[src/rtl/qspi_pkg.sv]
`timescale 1ns/1ps
package qspi_pkg;
  localparam int CMD_W     = 8;
  localparam int CS_W      = 4;
  localparam int CMD_CONT  = 4;
  localparam int CMD_LEAD  = 5;
  localparam int CMD_TRAIL = 6;
  localparam int CMD_WIDE  = 7;

  typedef enum logic [1:0] {REG_AREA = 2'd0, CMD_AREA = 2'd1, TX_AREA = 2'd2, RX_AREA = 2'd3} area_e;
  typedef enum logic [1:0] {SQ_IDLE, SQ_NEXT, SQ_RUN, SQ_HALT} seq_state_e;
  typedef enum logic [1:0] {SH_IDLE, SH_LEAD, SH_SHIFT, SH_TRAIL} shf_state_e;
endpackage

[src/rtl/qspi_baud.sv]
`timescale 1ns/1ps
module qspi_baud #(
  parameter int DIV_W = 8
) (
  input  logic             clk,
  input  logic             rst_n,
  input  logic             run,
  input  logic [DIV_W-1:0] div,
  output logic             tick,
  output logic             ok
);
  logic [DIV_W-1:0] cnt;

  assign ok   = (div >= DIV_W'(2));
  assign tick = run && ok && (cnt == div - 1'b1);

  always_ff @(posedge clk or negedge rst_n) begin
    if (!rst_n)            cnt <= '0;
    else if (!run || tick) cnt <= '0;
    else                   cnt <= cnt + 1'b1;
  end
endmodule

[src/rtl/qspi_shifter.sv]
`timescale 1ns/1ps
module qspi_shifter import qspi_pkg::*; #(
  parameter int DATA_W       = 16,
  parameter int HC_W         = 4,
  parameter int LEAD_HALVES  = 4,
  parameter int TRAIL_HALVES = 4
) (
  input  logic              clk,
  input  logic              rst_n,
  input  logic              start,
  input  logic              wide,
  input  logic              lead_ext,
  input  logic              trail_ext,
  input  logic [DATA_W-1:0] tx,
  input  logic              tick,
  input  logic              miso,
  output logic              busy,
  output logic              sck,
  output logic              mosi,
  output logic              done,
  output logic [DATA_W-1:0] rx
);
  localparam int HALF = DATA_W / 2;
  localparam int BC_W = $clog2(DATA_W + 1);

  shf_state_e        st;
  logic [DATA_W-1:0] sr_tx, sr_rx;
  logic [BC_W-1:0]   bits;
  logic [HC_W-1:0]   hcnt;
  logic              trail_q, wide_q;

  assign busy = (st != SH_IDLE);
  assign mosi = sr_tx[DATA_W-1];
  assign rx   = wide_q ? sr_rx : {{HALF{1'b0}}, sr_rx[HALF-1:0]};

  always_ff @(posedge clk or negedge rst_n) begin
    if (!rst_n) begin
      st <= SH_IDLE; sr_tx <= '0; sr_rx <= '0; bits <= '0; hcnt <= '0;
      trail_q <= 1'b0; wide_q <= 1'b0; sck <= 1'b0; done <= 1'b0;
    end else begin
      done <= 1'b0;
      case (st)
        SH_IDLE: if (start) begin
          sr_tx   <= wide ? tx : {tx[HALF-1:0], {HALF{1'b0}}};
          sr_rx   <= '0;
          bits    <= wide ? BC_W'(DATA_W) : BC_W'(HALF);
          hcnt    <= lead_ext ? HC_W'(LEAD_HALVES) : HC_W'(1);
          trail_q <= trail_ext;
          wide_q  <= wide;
          st      <= SH_LEAD;
        end
        SH_LEAD: if (tick) begin
          if (hcnt == HC_W'(1)) begin
            sck   <= 1'b1;
            sr_rx <= {sr_rx[DATA_W-2:0], miso};
            st    <= SH_SHIFT;
          end else hcnt <= hcnt - 1'b1;
        end
        SH_SHIFT: if (tick) begin
          if (sck) begin
            sck  <= 1'b0;
            bits <= bits - 1'b1;
            if (bits == BC_W'(1)) begin
              st   <= SH_TRAIL;
              hcnt <= trail_q ? HC_W'(TRAIL_HALVES) : '0;
            end else sr_tx <= sr_tx << 1;
          end else begin
            sck   <= 1'b1;
            sr_rx <= {sr_rx[DATA_W-2:0], miso};
          end
        end
        SH_TRAIL: begin
          if (hcnt == '0) begin
            done <= 1'b1;
            st   <= SH_IDLE;
          end else if (tick) hcnt <= hcnt - 1'b1;
        end
        default: st <= SH_IDLE;
      endcase
    end
  end
endmodule

[src/rtl/qspi_seq.sv]
`timescale 1ns/1ps
module qspi_seq import qspi_pkg::*; #(
  parameter int PTR_W = 4
) (
  input  logic             clk,
  input  logic             rst_n,
  input  logic             en,
  input  logic             halt,
  input  logic             baud_ok,
  input  logic [PTR_W-1:0] pend_start,
  input  logic [PTR_W-1:0] pend_end,
  input  logic             pend_wrap,
  input  logic             pend_wrto,
  input  logic [CMD_W-1:0] cmd_cur,
  input  logic             xfer_done,
  output logic [PTR_W-1:0] ptr,
  output logic             xfer_start,
  output logic [CS_W-1:0]  cs_n,
  output logic             queue_done,
  output logic             queue_stop,
  output logic             halted
);
  seq_state_e       st;
  logic [PTR_W-1:0] act_end;
  logic             act_wrap;

  assign halted = (st == SQ_HALT);

  always_ff @(posedge clk or negedge rst_n) begin
    if (!rst_n) begin
      st <= SQ_IDLE; ptr <= '0; act_end <= '0; act_wrap <= 1'b0;
      xfer_start <= 1'b0; cs_n <= '1; queue_done <= 1'b0; queue_stop <= 1'b0;
    end else begin
      xfer_start <= 1'b0;
      queue_done <= 1'b0;
      queue_stop <= 1'b0;
      case (st)
        SQ_IDLE: begin
          cs_n <= '1;
          if (en && !halt && !queue_stop) begin
            act_end  <= pend_end;
            act_wrap <= pend_wrap;
            ptr      <= pend_start;
            st       <= SQ_NEXT;
          end
        end
        SQ_NEXT: begin
          if (!en) begin
            cs_n <= '1; st <= SQ_IDLE;
          end else if (halt) begin
            cs_n <= '1; st <= SQ_HALT;
          end else if (baud_ok) begin
            cs_n       <= cmd_cur[CS_W-1:0];
            xfer_start <= 1'b1;
            st         <= SQ_RUN;
          end
        end
        SQ_RUN: if (xfer_done) begin
          if (ptr == act_end) begin
            queue_done <= 1'b1;
            if (act_wrap) begin
              act_end  <= pend_end;
              act_wrap <= pend_wrap;
              ptr      <= pend_wrto ? pend_start : '0;
              st       <= SQ_NEXT;
              if (!cmd_cur[CMD_CONT]) cs_n <= '1;
            end else begin
              queue_stop <= 1'b1;
              cs_n       <= '1;
              st         <= SQ_IDLE;
            end
          end else begin
            ptr <= ptr + 1'b1;
            st  <= SQ_NEXT;
            if (!cmd_cur[CMD_CONT]) cs_n <= '1;
          end
        end
        SQ_HALT: begin
          cs_n <= '1;
          if (!en)        st <= SQ_IDLE;
          else if (!halt) st <= SQ_NEXT;
        end
        default: st <= SQ_IDLE;
      endcase
    end
  end
endmodule

[src/rtl/qspi_master.sv]
`timescale 1ns/1ps
module qspi_master import qspi_pkg::*; #(
  parameter int DATA_W       = 16,
  parameter int DIV_W        = 8,
  parameter int DIV_RST      = 4,
  parameter int PTR_W        = 4,
  parameter int HC_W         = 4,
  parameter int LEAD_HALVES  = 4,
  parameter int TRAIL_HALVES = 4
) (
  input  logic              clk,
  input  logic              rst_n,
  input  logic              host_we,
  input  logic [PTR_W+1:0]  host_addr,
  input  logic [DATA_W-1:0] host_wdata,
  output logic [DATA_W-1:0] host_rdata,
  output logic              spi_sck,
  output logic              spi_mosi,
  input  logic              spi_miso,
  output logic [CS_W-1:0]   spi_cs_n
);
  localparam int DEPTH = 1 << PTR_W;
  localparam int QP_W  = 2 * PTR_W + 2;

  logic [DIV_W-1:0]  div_q;
  logic [PTR_W-1:0]  pstart_q, pend_q, cptr_q;
  logic              pwrap_q, pwrto_q, en_q, halt_q, done_f;
  logic [CMD_W-1:0]  cmd_ram [DEPTH];
  logic [DATA_W-1:0] tx_ram  [DEPTH];
  logic [DATA_W-1:0] rx_ram  [DEPTH];

  area_e             area;
  logic [PTR_W-1:0]  idx;
  logic              wr_reg;
  logic [PTR_W-1:0]  seq_ptr;
  logic              seq_start, seq_qdone, seq_qstop, seq_halted;
  logic              baud_tick, baud_ok, shf_busy, shf_done;
  logic [DATA_W-1:0] shf_rx;
  logic [CMD_W-1:0]  cmd_cur;

  assign area    = area_e'(host_addr[PTR_W+1:PTR_W]);
  assign idx     = host_addr[PTR_W-1:0];
  assign wr_reg  = host_we && (area == REG_AREA);
  assign cmd_cur = cmd_ram[seq_ptr];

  always_ff @(posedge clk or negedge rst_n) begin
    if (!rst_n) begin
      div_q <= DIV_W'(DIV_RST);
      {pwrto_q, pwrap_q, pend_q, pstart_q} <= '0;
      en_q <= 1'b0; halt_q <= 1'b0; done_f <= 1'b0; cptr_q <= '0;
    end else begin
      if (wr_reg && idx == PTR_W'(0)) div_q <= host_wdata[DIV_W-1:0];
      if (wr_reg && idx == PTR_W'(1)) {pwrto_q, pwrap_q, pend_q, pstart_q} <= host_wdata[QP_W-1:0];
      if (seq_qstop)                       en_q <= 1'b0;
      else if (wr_reg && idx == PTR_W'(2)) en_q <= host_wdata[0];
      if (wr_reg && idx == PTR_W'(2)) halt_q <= host_wdata[1];
      if (seq_qdone) done_f <= 1'b1;
      else if (wr_reg && idx == PTR_W'(3) && host_wdata[0]) done_f <= 1'b0;
      if (shf_done) cptr_q <= seq_ptr;
    end
  end

  always_ff @(posedge clk) begin
    if (host_we && area == CMD_AREA) cmd_ram[idx] <= host_wdata[CMD_W-1:0];
    if (host_we && area == TX_AREA)  tx_ram[idx]  <= host_wdata;
    if (shf_done)                    rx_ram[seq_ptr] <= shf_rx;
  end

  always_comb begin
    host_rdata = '0;
    case (area)
      REG_AREA: begin
        if (idx == PTR_W'(0)) host_rdata[DIV_W-1:0] = div_q;
        if (idx == PTR_W'(1)) host_rdata[QP_W-1:0]  = {pwrto_q, pwrap_q, pend_q, pstart_q};
        if (idx == PTR_W'(2)) host_rdata[1:0]       = {halt_q, en_q};
        if (idx == PTR_W'(3)) host_rdata[PTR_W+3:0] = {cptr_q, 2'b00, seq_halted, done_f};
      end
      CMD_AREA: host_rdata[CMD_W-1:0] = cmd_ram[idx];
      TX_AREA:  host_rdata = tx_ram[idx];
      default:  host_rdata = rx_ram[idx];
    endcase
  end

  qspi_baud #(.DIV_W(DIV_W)) u_baud (
    .clk(clk), .rst_n(rst_n), .run(shf_busy), .div(div_q), .tick(baud_tick), .ok(baud_ok)
  );

  qspi_shifter #(.DATA_W(DATA_W), .HC_W(HC_W), .LEAD_HALVES(LEAD_HALVES), .TRAIL_HALVES(TRAIL_HALVES)) u_shf (
    .clk(clk), .rst_n(rst_n), .start(seq_start), .wide(cmd_cur[CMD_WIDE]),
    .lead_ext(cmd_cur[CMD_LEAD]), .trail_ext(cmd_cur[CMD_TRAIL]), .tx(tx_ram[seq_ptr]),
    .tick(baud_tick), .miso(spi_miso), .busy(shf_busy), .sck(spi_sck), .mosi(spi_mosi),
    .done(shf_done), .rx(shf_rx)
  );

  qspi_seq #(.PTR_W(PTR_W)) u_seq (
    .clk(clk), .rst_n(rst_n), .en(en_q), .halt(halt_q), .baud_ok(baud_ok),
    .pend_start(pstart_q), .pend_end(pend_q), .pend_wrap(pwrap_q), .pend_wrto(pwrto_q),
    .cmd_cur(cmd_cur), .xfer_done(shf_done), .ptr(seq_ptr), .xfer_start(seq_start),
    .cs_n(spi_cs_n), .queue_done(seq_qdone), .queue_stop(seq_qstop), .halted(seq_halted)
  );
endmodule

[config.mk]
export PLATFORM = sky130hd
export DESIGN_NAME = qspi_master
export DESIGN_NICKNAME = d
export VERILOG_FILES = /design/src/rtl/qspi_pkg.sv /design/src/rtl/qspi_baud.sv /design/src/rtl/qspi_shifter.sv /design/src/rtl/qspi_seq.sv /design/src/rtl/qspi_master.sv
export SDC_FILE = /design/constraint.sdc
export NUM_CORES = 1
export LEC_CHECK = 0
export BUFFER_PORTS_ARGS = -buffer_cell sky130_fd_sc_hd__buf_2
export CELL_PAD_IN_SITES_DETAIL_PLACEMENT = 0
export CELL_PAD_IN_SITES_GLOBAL_PLACEMENT = 2
export CORE_MARGIN = 2
export CORE_UTILIZATION = 40
export DETAILED_ROUTE_END_ITERATION = 10
export HOLD_SLACK_MARGIN = 0.05
export PLACE_DENSITY = 0.63
export SLEW_MARGIN = 10
export SYNTH_ARGS = -nofsm -noshare
export SYNTH_HDL_FRONTEND = slang
export SYNTH_SLANG_ARGS = --single-unit
[constraint.sdc]
create_clock -name clk -period 5.3 [get_ports clk]
set_clock_uncertainty 0.05 [all_clocks]
set_input_delay 0.53 -clock clk [delete_from_list [all_inputs] [get_ports clk]]
set_output_delay 0.53 -clock clk [all_outputs]
set_load 0.01 [all_outputs]
### Word level (Yosys, flattened, before mapping)

Memory sizes are Yosys's and may differ from the RTL's.
Cells that the tools add are included.

| word-level totals | value |
|---|---|
| register bits | 98 |
| memory bits (writable) | 640 |
| input port bits | 26 |
| output and inout port bits | 22 |
| word-level logic and storage cells | 219 |
| memories kept | 3 |

Memories:

| name | depth | bits a word | read ports | clocked after memory_dff | write ports | RTL line | source |
|---|---|---|---|---|---|---|---|
| rx_ram | 16 | 16 | 1 | 0 | 1 | qspi_master.sv:30 | `logic [DATA_W-1:0] rx_ram [DEPTH];` |
| tx_ram | 16 | 16 | 2 | 0 | 1 | qspi_master.sv:29 | `logic [DATA_W-1:0] tx_ram [DEPTH];` |
| cmd_ram | 16 | 8 | 2 | 0 | 1 | qspi_master.sv:28 | `logic [CMD_W-1:0] cmd_ram [DEPTH];` |

| cells by class | value |
|---|---|
| add/sub/neg operators | 5 |
| $lt $le $gt $ge | 1 |
| equality and inequality tests | 34 |
| multiplexer cells | 107 |
| reductions and logical operators | 42 |

Operators by type and width:

| cell | number |
|---|---|
| $mux W16 | 11 |
| $mux W4 | 24 |
| $pmux W16 S3 | 1 |
| $mux W1 | 33 |
| $pmux W16 S2 | 1 |
| $mux W2 | 15 |
| $mux W8 | 3 |
| $pmux W8 S3 | 1 |
| $mux W5 | 4 |
| $reduce_and A4 Y1 | 5 |
| $ne A2 B1 Y1 const B | 8 |
| $ne A2 B2 Y1 const B | 8 |
| $pmux W2 S4 | 2 |
| $pmux W4 S2 | 2 |
| $pmux W4 S4 | 1 |
| $logic_and A1 B1 Y1 | 12 |
| $pmux W4 S3 | 1 |
| $pmux W6 S2 | 1 |
| $reduce_bool A2 Y1 | 6 |
| $eq A2 B2 Y1 const B | 5 |
| $mux W10 | 1 |
| $pmux W5 S2 | 1 |
| $reduce_and A5 Y1 | 2 |
| $add A8 B1 Y8 const B | 1 |
| other kinds (27) | 40 |

### Depth between registers and ports, before layout

Gate-level depths: netlist of the first run.

| depth | value |
|---|---|
| word-level depth | 6 |
| mapped depth | 10 |
| gate-level depth less buffers | 9 |

### Hierarchy

Synthesis of the first run repeated with hierarchy kept, for this count alone.

| unflattened totals | value |
|---|---|
| cells, all modules | 1772 |
| area total of the unflattened synthesis | 33016.7 sq um |

By module, submodules not included:

| module | times used | cells each | area each (sq um) | seq. area each (sq um) |
|---|---|---|---|---|
| qspi_master | 1 | 1323 | 28662.5 | 19845.3 |
| qspi_shifter | 1 | 280 | 2645.0 | 1176.1 |
| qspi_seq | 1 | 100 | 1066.0 | 455.4 |
| qspi_baud | 1 | 69 | 643.1 | 200.2 |

### Least setup slack after synthesis of the first run

No wires, ideal clock.

| timing | value |
|---|---|
| path kind | input port to flip-flop |
| start point | input port host_addr[0] |
| end point | memory tx_ram[3][0], enable pin |
| library setup time | 430 ps |
| arrival | 3303 ps |
| data required time | 4820 ps |
| slack | 1517 ps |
| cell stages on the path | 6 |
| path buffers | 4 |
| cell sequence | buf_2 -> buf_2 -> buf_2 -> buf_2 -> nand2_1 -> nor4_1 |

RTL lines:

| element | RTL line | source |
|---|---|---|
| start: declaration | qspi_master.sv:14 | `input logic [PTR_W+1:0] host_addr,` |
| end: declaration | qspi_master.sv:29 |  |

No word-level cell before the write port.

### Worst setup path in the final report of the first run

| timing | value |
|---|---|
| start point | input port host_addr[0] |
| end point | output port host_rdata[14] |

| between the ends | value |
|---|---|
| cells in the longest elaborated chain, start to end | 2 |
| elaborated cells between the ends (all ways) | 3 |
| those cells by class | mux: 1; memory: 2 |

RTL lines:

| element | RTL line | source |
|---|---|---|
| $mem_v2 Z16 W16 (on tied branches) | n/a |  |
| $pmux W6 S2 (*) | qspi_master.sv:71 | `case (area)` |
| end: declaration | qspi_master.sv:16 | `output logic [DATA_W-1:0] host_rdata,` |

Every way passes the cells marked *; elsewhere a longest branch is shown, timed or not.

==> metrics, run 1 <==
hold path start spi_miso; Avg Cell Area, Syn 19.2 sq um; Die Y-Extent around 290 microns; drt drc 0; kind of critical path in2out; Pre-antenna DRT Iters 5; initial antenna violation count 4; DR iter-0 viols approximately 1500; clk root buf clkbuf_16; Area Overhead vs Synth 13.9%; status finished, final reports clean; # IOs 48; RSZ-0062 raised after global routing false; Max-slew headroom 0.156; synthesized cell area 0.0328 sq mm; max-slew violation count 0; # port buffers 47; nets 1841; Worst-path clk slew 0.06 ns; total power draw 16.8 mW; via count 17300; pwr dens 451 mW/mm^2; Top FF cell, synth edfxtp_1; yosys warns 0; Final min period 3.97 ns; die footprint 0.0842 sq mm; GPL Wtd Cong 0.744; # rows 104; htree depth 3; DRT Wirelength 89600 microns; number of CTS-inserted buffers 83; final setup violation count 0; worst-path maximum fanout a little under 70; syn_nets 1752; Worst Path Arrival 3.39 ns; CP max-delay cell buf_8; worst r2r dst u_shf.sr_tx[13]; clock sinks around 740; most frequent cells in the layout 640 x edfxtp_1, 322 x mux4_2, 89 x dfrtp_1; share of post-route cells with drive strength above 1 0.349; Tot GR Track Use 0.214; Highest Clock Rate between 200 and 300 MHz; Max-cap violations 0; Worst R2R Setup Slack 2.00 ns; final instance area 0.0373 sq mm; global-route wire length before repair ~130000 microns; grt total ovfl 0; Post-Syn Instances ~1700; clk_lat worst skew 0.65 ns; FF+latch count, synth 738; Min-Delay Path Depth 3; DRT antenna net count 0; WL/cell 30.6 microns; unique cell type count in the Yosys netlist 58; Area after DPL 0.0346 sq mm; Hold Path Class in2reg; ordered list of cells on the worst path buf_8, buf_4, buf_4, mux4_2, mux4_2, mux2i_1, nor2b_1, buf_2; maximum VDD drop between 0.2 and 0.3 mV; Starting Density 0.406; crit start category input pin; Post-synth ARST share 0.133; Hold Violations, Final 0; Worst setup EP type primary output; Die Wd slightly below 300 microns; worst reg-to-reg path cell count 6; vias in the first global route 18000; Critical Path RT about 4.7 ns; most common cell after layout, fill and taps aside edfxtp_1; Core ar. 0.0808 sq mm; HPWL after DPL 53700 microns; post-cts resize count 0; Worst path max stage delay 0.62 ns; number of synthesized flops with an enable pin between 600 and 700; FF-to-FF Start u_seq.ptr[0]; Vias per Instance 5.91; Max clock buf depth 3; pin count of the biggest net entering global routing 79; Fin Setup TNS 0 ns; fin crit share 0.750; post-synthesis sequential area ratio 0.661; Hold Path End u_shf.sr_rx[0]; P_leak 12.1 nW; TritonCTS clock tree yes; worst-margin pin slew 1.26 ns
## synth_stat cells (3+ instances only)
library cell / count / area share
mux4_2: 322 / 0.22
and3_1: 3 / 0.00057
xnor2_1: 9 / 0.0024
nand2b_1: 14 / 0.0027
clkbuf_1: 61 / 0.0070
nand2_1: 60 / 0.0069
nor4_1: 4 / 0.00076
nor3b_1: 3 / 0.00069
a21oi_1: 39 / 0.0060
nor2_1: 76 / 0.0087
xor2_1: 11 / 0.0029
a31oi_1: 6 / 0.0011
o22ai_1: 22 / 0.0042
a221oi_1: 6 / 0.0016
nor3_1: 14 / 0.0021
and2_1: 11 / 0.0021
edfxtp_1: 640 / 0.59
nand3_1: 38 / 0.0058
inv_1: 42 / 0.0048
mux2_2: 50 / 0.017
dfrtp_1: 93 / 0.071
ha_1: 19 / 0.0073
buf_1: 13 / 0.0015
dfstp_2: 5 / 0.0040
or2_2: 4 / 0.00076
o211a_1: 3 / 0.00092
o21a_1: 5 / 0.0011
a22o_1: 3 / 0.00080
buf_2: 30 / 0.0046
mux2i_1: 17 / 0.0052
o21ai_0: 34 / 0.0052
nand4_1: 3 / 0.00057
nor2b_1: 12 / 0.0023
buf_4: 4 / 0.00092
## metrics by stage
step / setup WS (ns) / cells / utilization / hold WS, ns
after floorplan: 1.52 / 1707 / - / 0.184
after global placement: 1.28 / 2770 / 0.428 / 0.365
after detailed placement: 1.26 / 2770 / 0.428 / 0.362
after CTS: 1.26 / 2923 / 0.462 / 0.0568
after global routing: 1.16 / 2923 / 0.462 / 0.0717
final: 1.33 / 2926 / 0.462 / 0.0927
## layer usage
metal / GRT usage / routed length [microns]
met2: 0.345 / 43500
met4: 0.0544 / 2050
met1: 0.305 / 38800
met5: 0 / 12
met3: 0.0347 / 5210
## what timing repair did
action,CTS,global route
hold buffers,1,0
hold endpoints to repair,43,0
buffers inserted,0,0
endpoints found under the setup margin,0,0
## registers in the layout, summed over array words and instances, names as in the netlist, 5 cells and up
register     flops
rx_ram         256
tx_ram         256
cmd_ram        128
u_shf.sr_rx     16
u_shf.sr_tx     16
div_q            8
u_baud.cnt       8
u_shf.bits       5
## cell type report
type / count / area (sq um)
Fill cell: 6779 / 43500
Sequential cell: 738 / 21700
Multi-Input combinational cell: 816 / 10600
Clock buffer: 105 / 2200
Tap cell: 1060 / 1330
Timing Repair Buffer: 113 / 807
Clock inverter: 47 / 546
Inverter: 44 / 165
Antenna cell: 3 / 7.51
## how the worst max path moves through the flow
stage	slack, ns	startpoint	end
after floorplan	1.52	host_addr[0]	tx_ram[3][0]
after detailed placement	1.26	host_addr[0]	host_rdata[14]
final	1.33	host_addr[0]	host_rdata[14]
after global placement	1.28	host_addr[0]	host_rdata[15]
after CTS	1.26	host_addr[0]	host_rdata[8]
after global routing	1.16	host_addr[0]	host_rdata[8]
## worst max-delay path, delay by kind of cell
| family | cells | cell delay (ns) |
|---|---|---|
| buf+inv | 4 | 1.41 |
| mux | 3 | 1.29 |
| simple gates | 1 | 0.08 |
## cell families (layout without fill, tap and decap cells)
| group | after synthesis | after routing | synth area share |
|---|---|---|---|
| AO/OA/AOI/OAI | 135 | 135 | 0.0255 |
| XOR/XNOR | 20 | 20 | 0.00534 |
| adder cells (fa/ha/maj) | 19 | 19 | 0.00725 |
| buffers and inverters | 153 | 309 | 0.0194 |
| flip-flops | 738 | 738 | 0.661 |
| multiplexers | 391 | 391 | 0.244 |
| other | 0 | 3 | 0 |
| AND/OR/NAND/NOR | 251 | 251 | 0.0368 |
## where the power goes
group          internal (mW)  switching, mW  total, mW
clock network           3.44           2.37       5.81
logic                   1.76           2.12       3.89
registers               6.69          0.447       7.13
total                   11.9           4.93       16.8
No activity file was read; power rests on OpenSTA's default activity.
==> inputs of run 2 (changes only) <==
--- a/config.mk
+++ b/config.mk
@@ -12,7 +12,7 @@
 export CORE_UTILIZATION = 40
 export DETAILED_ROUTE_END_ITERATION = 10
 export HOLD_SLACK_MARGIN = 0.05
-export PLACE_DENSITY = 0.63
+export PLACE_DENSITY = 0.66
 export SLEW_MARGIN = 10
 export SYNTH_ARGS = -nofsm -noshare
 export SYNTH_HDL_FRONTEND = slang
==> constraint.sdc (replaced) <==
create_clock -name clk -period 3.25 [get_ports clk]
set_clock_uncertainty 0.05 [all_clocks]
set_input_delay 0.325 -clock clk [delete_from_list [all_inputs] [get_ports clk]]
set_output_delay 0.325 -clock clk [all_outputs]
set_load 0.01 [all_outputs]
==> run 2 against run 1 <==
  * Routed wire length decreased by 2.0%
  * Worst hold slack got worse by 0.0028 ns
  * Sequential share of layout area decreased by 1.1 points
  * Critical endpoint is now host_rdata[0]
==> metrics, run 2 (synthesis gave the netlist of run 1 again) <==
ant diodes 0; final setup violation count 0; status finished, final reports clean; pwr dens a little over 700 mW/mm^2; FF/Latch Area 0.0217 sq mm; Critical Path RT 2.87 ns; Max-cap violations 0; global-route wire length before repair 129000 microns; clk root buf clkbuf_16; drt drc 0; GPL Wtd Cong roughly 0.79; initial antenna violation count 3; RSZ-0062 raised after global routing false; Highest Clock Rate 318 MHz; Starting Density 0.406; most common cell after layout, fill and taps aside edfxtp_1; number of CTS-inserted buffers 82; maximum VDD drop roughly 0.46 mV; Tot GR Track Use 0.211; Worst-path clk slew 0.06 ns; Max-slew headroom 0.379; pin count of the biggest net entering global routing 59; die footprint 0.0842 sq mm; P_leak 12.6 nW; Vias per Instance 5.84; grt total ovfl 0; Hold Violations, Final 0; clk_lat worst skew 0.64 ns; biggest regs rx_ram (256), tx_ram (256), cmd_ram (128); WL/cell ~29 microns; share of post-route cells with drive strength above 1 0.377; Net Switching 8.09 mW; DR iter-0 viols 1657; max-slew violation count 0; FILL cells 6718; Area Overhead vs Synth 16.2%; Int Pwr around 19 mW; htree depth 3; footprint of the multi-input gates about 0.011 sq mm; Die Wd 290 microns; Logic pwr share 0.243; DRT Wirelength 87700 microns; clock sinks 738; sequential power share 0.422; via count around 18000; # port buffers 47; Net Sw Frac 0.294; Fin Setup TNS 0 ns; worst-margin pin slew 0.932 ns; Worst setup EP type primary output; HPWL after DPL between 50000 and 60000 microns; nets about 1900; fin crit share 0.967; TritonCTS clock tree yes; Max clock buf depth 3; post-route worst setup slack 0.108 ns; Worst Path Arrival 2.77 ns; Die Y-Extent 290 microns; worst slack, placed 0.0998 ns; DRT antenna net count 0; Hold Path Class in2reg; kind of critical path reg2out; WHS 0.0900 ns; Pre-antenna DRT Iters 5; most frequent cells in the layout 640 x edfxtp_1, 322 x mux4_2, 121 x buf_4; worst-path maximum fanout 2; Final min period 3.14 ns; crit start category flip-flop; vias in the first global route 18300; # IOs between 40 and 50; Core ar. 0.0808 sq mm; # rows 104; Clk pwr share 0.335
==> run 2: cell count changes in the layout (fill, tap and decap cells not counted), sizes merged <==
| cell | change |
|---|---|
| bufinv | -4 |
| diode | -3 |
| buf | +74 |
| inv | +1 |
| clkinvlp | +1 |
| clkbuf | +1 |
| clkinv | -4 |
| dlygate4sd3 | +8 |
==> run 2: what timing repair did <==
item | 4_1_cts | 5_1_grt
endpoints found under the setup margin | 3 | 2
hold buffers | 9 | 0
endpoints found under the hold margin | 167 | 0
buffers inserted | 0 | 0
gates resized for setup | 4 | 2
pin swaps | 0 | 2
==> run 2: final cells by class <==
| class | count | area share |
|---|---|---|
| sequential | 738 | 0.569 |
| clock inverter | 41 | 0.0118 |
| clock buffer | 106 | 0.0584 |
| tap | 1060 | 0.0348 |
| timing repair buffer | 195 | 0.0431 |
| multi-input combinational | 816 | 0.278 |
| inverter | 44 | 0.00433 |
==> run 2: path summary, 6_finish.rpt <==
check                                       from         endpoint  slack [ns]  depth (start not counted)
worst max-delay path              cmd_ram[15][0]    host_rdata[0]        0.11                          6
worst min-delay path               host_wdata[8]    tx_ram[12][8]        0.09                          1
worst max register to register          div_q[0]   u_shf.sr_tx[3]        0.25                         10
worst min register to register  u_seq.queue_stop             en_q        0.37                          1
max in group asynchronous                  rst_n    u_seq.cs_n[3]        1.97                          3
min in group asynchronous                  rst_n  u_shf.sr_tx[11]        0.30                          2
==> run 2: power groups by stage <==
stage,sequential (mW),combinational (mW),clock (mW)
2_1_floorplan,11.4,4.66,0
3_3_place_gp,11.8,6.72,0
3_5_place_dp,11.8,6.75,0
4_1_cts,11.6,6.79,9.41
5_1_grt,11.7,7.20,9.78
6_report,11.6,6.69,9.20
==> run 2: metrics by stage <==
stage                     std cells  utilization  area, sq um  power, mW
after detailed placement       2844        0.437        35300       18.5
after CTS                      3000        0.471        38100       27.8
final                          3000        0.471        38100       27.5
after global placement         2844        0.437        35300       18.5
after global routing           3000        0.471        38100       28.7
after floorplan                1707            -        32800       16.0
==> run 2: critical path, stage by stage (launching register included) <==
cell and delay [ns]:
edfxtp_1 0.38, mux4_2 0.46, mux4_2 0.53, a21oi_1 0.28
o22ai_1 0.19, o21a_1 0.15, buf_2 0.14
==> run 2: metal layers <==
metal,routed length (microns),GRT usage,vias up
met5,0,0,-
met4,1930,0.0516,0
met3,3960,0.0321,115
met2,43300,0.345,452
met1,38500,0.298,9551
li1,-,-,7406
==> inputs of run 3 (changes only) <==
--- a/config.mk
+++ b/config.mk
@@ -5,14 +5,15 @@
 export SDC_FILE = /design/constraint.sdc
 export NUM_CORES = 1
 export LEC_CHECK = 0
+export ABC_AREA = 1
 export BUFFER_PORTS_ARGS = -buffer_cell sky130_fd_sc_hd__buf_2
 export CELL_PAD_IN_SITES_DETAIL_PLACEMENT = 0
 export CELL_PAD_IN_SITES_GLOBAL_PLACEMENT = 2
 export CORE_MARGIN = 2
-export CORE_UTILIZATION = 40
+export CORE_UTILIZATION = 38
 export DETAILED_ROUTE_END_ITERATION = 10
 export HOLD_SLACK_MARGIN = 0.05
-export PLACE_DENSITY = 0.66
+export PLACE_DENSITY = 0.73
 export SLEW_MARGIN = 10
 export SYNTH_ARGS = -nofsm -noshare
 export SYNTH_HDL_FRONTEND = slang
==> run 3 against run 2 <==
  * Flip-flop and latch count stayed put
  * Area after synthesis is 4.0% higher
  * Sequential power barely moved
  * Die area up 9.4%
  * Cell count rose by 59%
  * Global-route usage is 4.1 points higher
  * Non-clock buffer count rose by 17
  * Worst setup slack improved by 0.14 ns
  * Critical endpoint is now host_rdata[2]
  * Largest power group unchanged
==> metrics, run 3 <==
Avg Cell Area, Syn about 10 sq um; Top FF cell, synth edfxtp_1; yosys warns 0; clock sinks ~740; most frequent cells in the layout 1031 x nand2_1, 640 x edfxtp_1, 344 x inv_1; number of CTS-inserted buffers a little over 80; Highest Clock Rate 333 MHz; Worst-path clk slew about 0.06 ns; kind of critical path reg2out; FILL cells 8439; Post-synth top cells 1032 x nand2_1, 640 x edfxtp_1, 345 x inv_1, 210 x o21ai_0, 195 x a22oi_1; Critical Path RT 2.87 ns; most common cell after layout, fill and taps aside nand2_1; WHS ~0.10 ns; P_leak 15.9 nW; post-cts resize count 0; WP buf/inv 2; # IOs 48; Starting Density 0.385; Post-Syn Instances around 3400; synth top area cells edfxtp_1 56%, nand2_1 11%, dfrtp_1 6.8%; Max-cap violations 0; Worst R2R Setup Slack 0.53 ns; GPL Wtd Cong between 0.8 and 0.9; clk root buf clkbuf_16; syn_nets 3452; RSZ-0062 raised after global routing false; # port buffers 47; Area Overhead vs Synth 15.0%; worst-path maximum fanout 2; DRT Wirelength 116000 microns; max-slew violation count 0; HPWL after DPL 71500 microns; Max clock buf depth 3; DR iter-0 viols between 2000 and 2500; Vias per Instance 5.45; Post-synth ARST share 0.133; final setup violation count 0; # rows 109; unique cell type count in the Yosys netlist 48; Worst Path Arrival 2.63 ns; Max-slew headroom 0.348; die footprint about 0.09 sq mm; Core ar. 0.0886 sq mm; Hold Violations, Final 0; count leader, synth nand2_1; pin count of the biggest net entering global routing 110; status finished, final reports clean; WL/cell 24.4 microns; clk_lat worst skew between 0.6 and 0.7 ns; DRT antenna net count 0; synthesized cell area approximately 0.034 sq mm; share of post-route cells with drive strength above 1 0.110; CP max-delay cell o21ai_0; TritonCTS clock tree yes; nets 3570; htree depth 3; ordered list of cells on the worst path nand2_1, o21ai_0, o21ai_0, nand3_1, o21ai_0, buf_4, nand4_1, buf_2; post-synthesis sequential area ratio 0.636; initial antenna violation count 3; worst-margin pin slew a little under 1 ns; Fin Setup TNS 0 ns; Tot GR Track Use 0.252; Pre-antenna DRT Iters 6; number of synthesized flops with an enable pin 640; share of the synthesized area in the top cell type 0.564; vias in the first global route 25600; FF+latch count, synth 738; Die Wd 304 microns; crit start category flip-flop; Hold Path Class in2reg; fin crit share 0.924; Final min period 3.00 ns; pwr dens between 700 and 800 mW/mm^2; global-route wire length before repair between 150000 and 200000 microns; Die Y-Extent 304 microns; Worst path max stage delay 0.39 ns; grt total ovfl 0; via count 25900; CP most frequent cell o21ai_0; drt drc 0; area leader, netlist edfxtp_1; biggest regs rx_ram (256), tx_ram (256), cmd_ram (128); Post-CTS Setup Bufs 0; maximum VDD drop 0.581 mV; CP delay by family, top compound AO/OA/AOI/OAI gates; Worst setup EP type primary output
## run 3: cell count changes after synthesis, moves of 86 or more
cell,previous run,this run
mux4_2,322,0
nor2_1,76,193
inv_1,42,345
nand3_1,38,169
a22oi_1,2,195
nand2_1,60,1032
o22ai_1,22,108
o21ai_0,34,210
## run 3: worst paths after layout
check / start / to / depth (start not counted)
worst max-delay path: cmd_ram[4][2] / host_rdata[2] / 8
worst min-delay path: host_wdata[5] / cmd_ram[7][5] / 1
worst max register to register: u_seq.ptr[2] / u_seq.cs_n[0] / 10
worst min register to register: u_seq.queue_done / done_f / 2
max in group asynchronous: rst_n / u_shf.sr_tx[4] / 3
min in group asynchronous: rst_n / u_shf.trail_q / 2
## run 3: cells by family (layout without fill, tap and decap cells)
kind of cell	after synthesis	in the layout	share of synthesized area
buf+inv	533	714	0.0643
fa+ha+maj	19	19	0.00697
flops	738	738	0.636
other cells	0	2	0
compound gates	606	606	0.111
mux	1	1	0.000330
xor+xnor	12	12	0.00308
simple gates	1498	1498	0.179
## run 3: per-stage QoR
step | std cells | worst slack (ns) | util | power [mW] | cell area [sq um]
floorplan | 3407 | 0.622 | - | 16.2 | 34100
finish | 4755 | 0.246 | 0.442 | 28.2 | 39200
detailed placement | 4597 | 0.302 | 0.412 | 19.2 | 36500
global route | 4754 | 0.129 | 0.442 | 29.6 | 39200
CTS | 4753 | 0.253 | 0.442 | 28.4 | 39200
global placement | 4597 | 0.311 | 0.412 | 19.1 | 36500
## run 3: layout make-up
class                   instances  area [sq um]  area share
flip-flops and latches        738         21700       0.553
multi-input cells            2136         10300       0.264
clock buffers                 108          2220      0.0567
repair buffers                212          1780      0.0455
well taps                    1165          1460      0.0372
inverters                     354          1340      0.0341
clock inverters                40           390     0.00995
diodes                          2          5.00    0.000128
## run 3: worst register-to-register path: cells and delay by family (launching register included)
| family | cells | cell delay [ns] |
|---|---|---|
| AND/OR/NAND/NOR | 7 | 0.82 |
| AO/OA/AOI/OAI | 1 | 0.16 |
| flip-flops | 1 | 0.53 |
| buffers and inverters | 2 | 1.08 |
## run 3: report_power, final
part	internal [mW]	switching, mW	leakage, nW
Combinational	2.21	5.56	7.54
Clock	5.24	3.86	1.28
Sequential	10.8	0.451	7.09
## run 3: metal layers
layer	track usage	vias up	part of all wire	wire, microns
met3	0.0356	213	0.063	7310
met5	0	-	0	0
met1	0.351	12800	0.44	51200
met2	0.400	1016	0.46	53200
li1	-	11900	-	-
met4	0.0938	0	0.036	4120
## run 3: timing repair
action	in CTS	in global routing
hold endpoints to repair	137	0
setup endpoints to repair	0	0
hold buffers	8	0
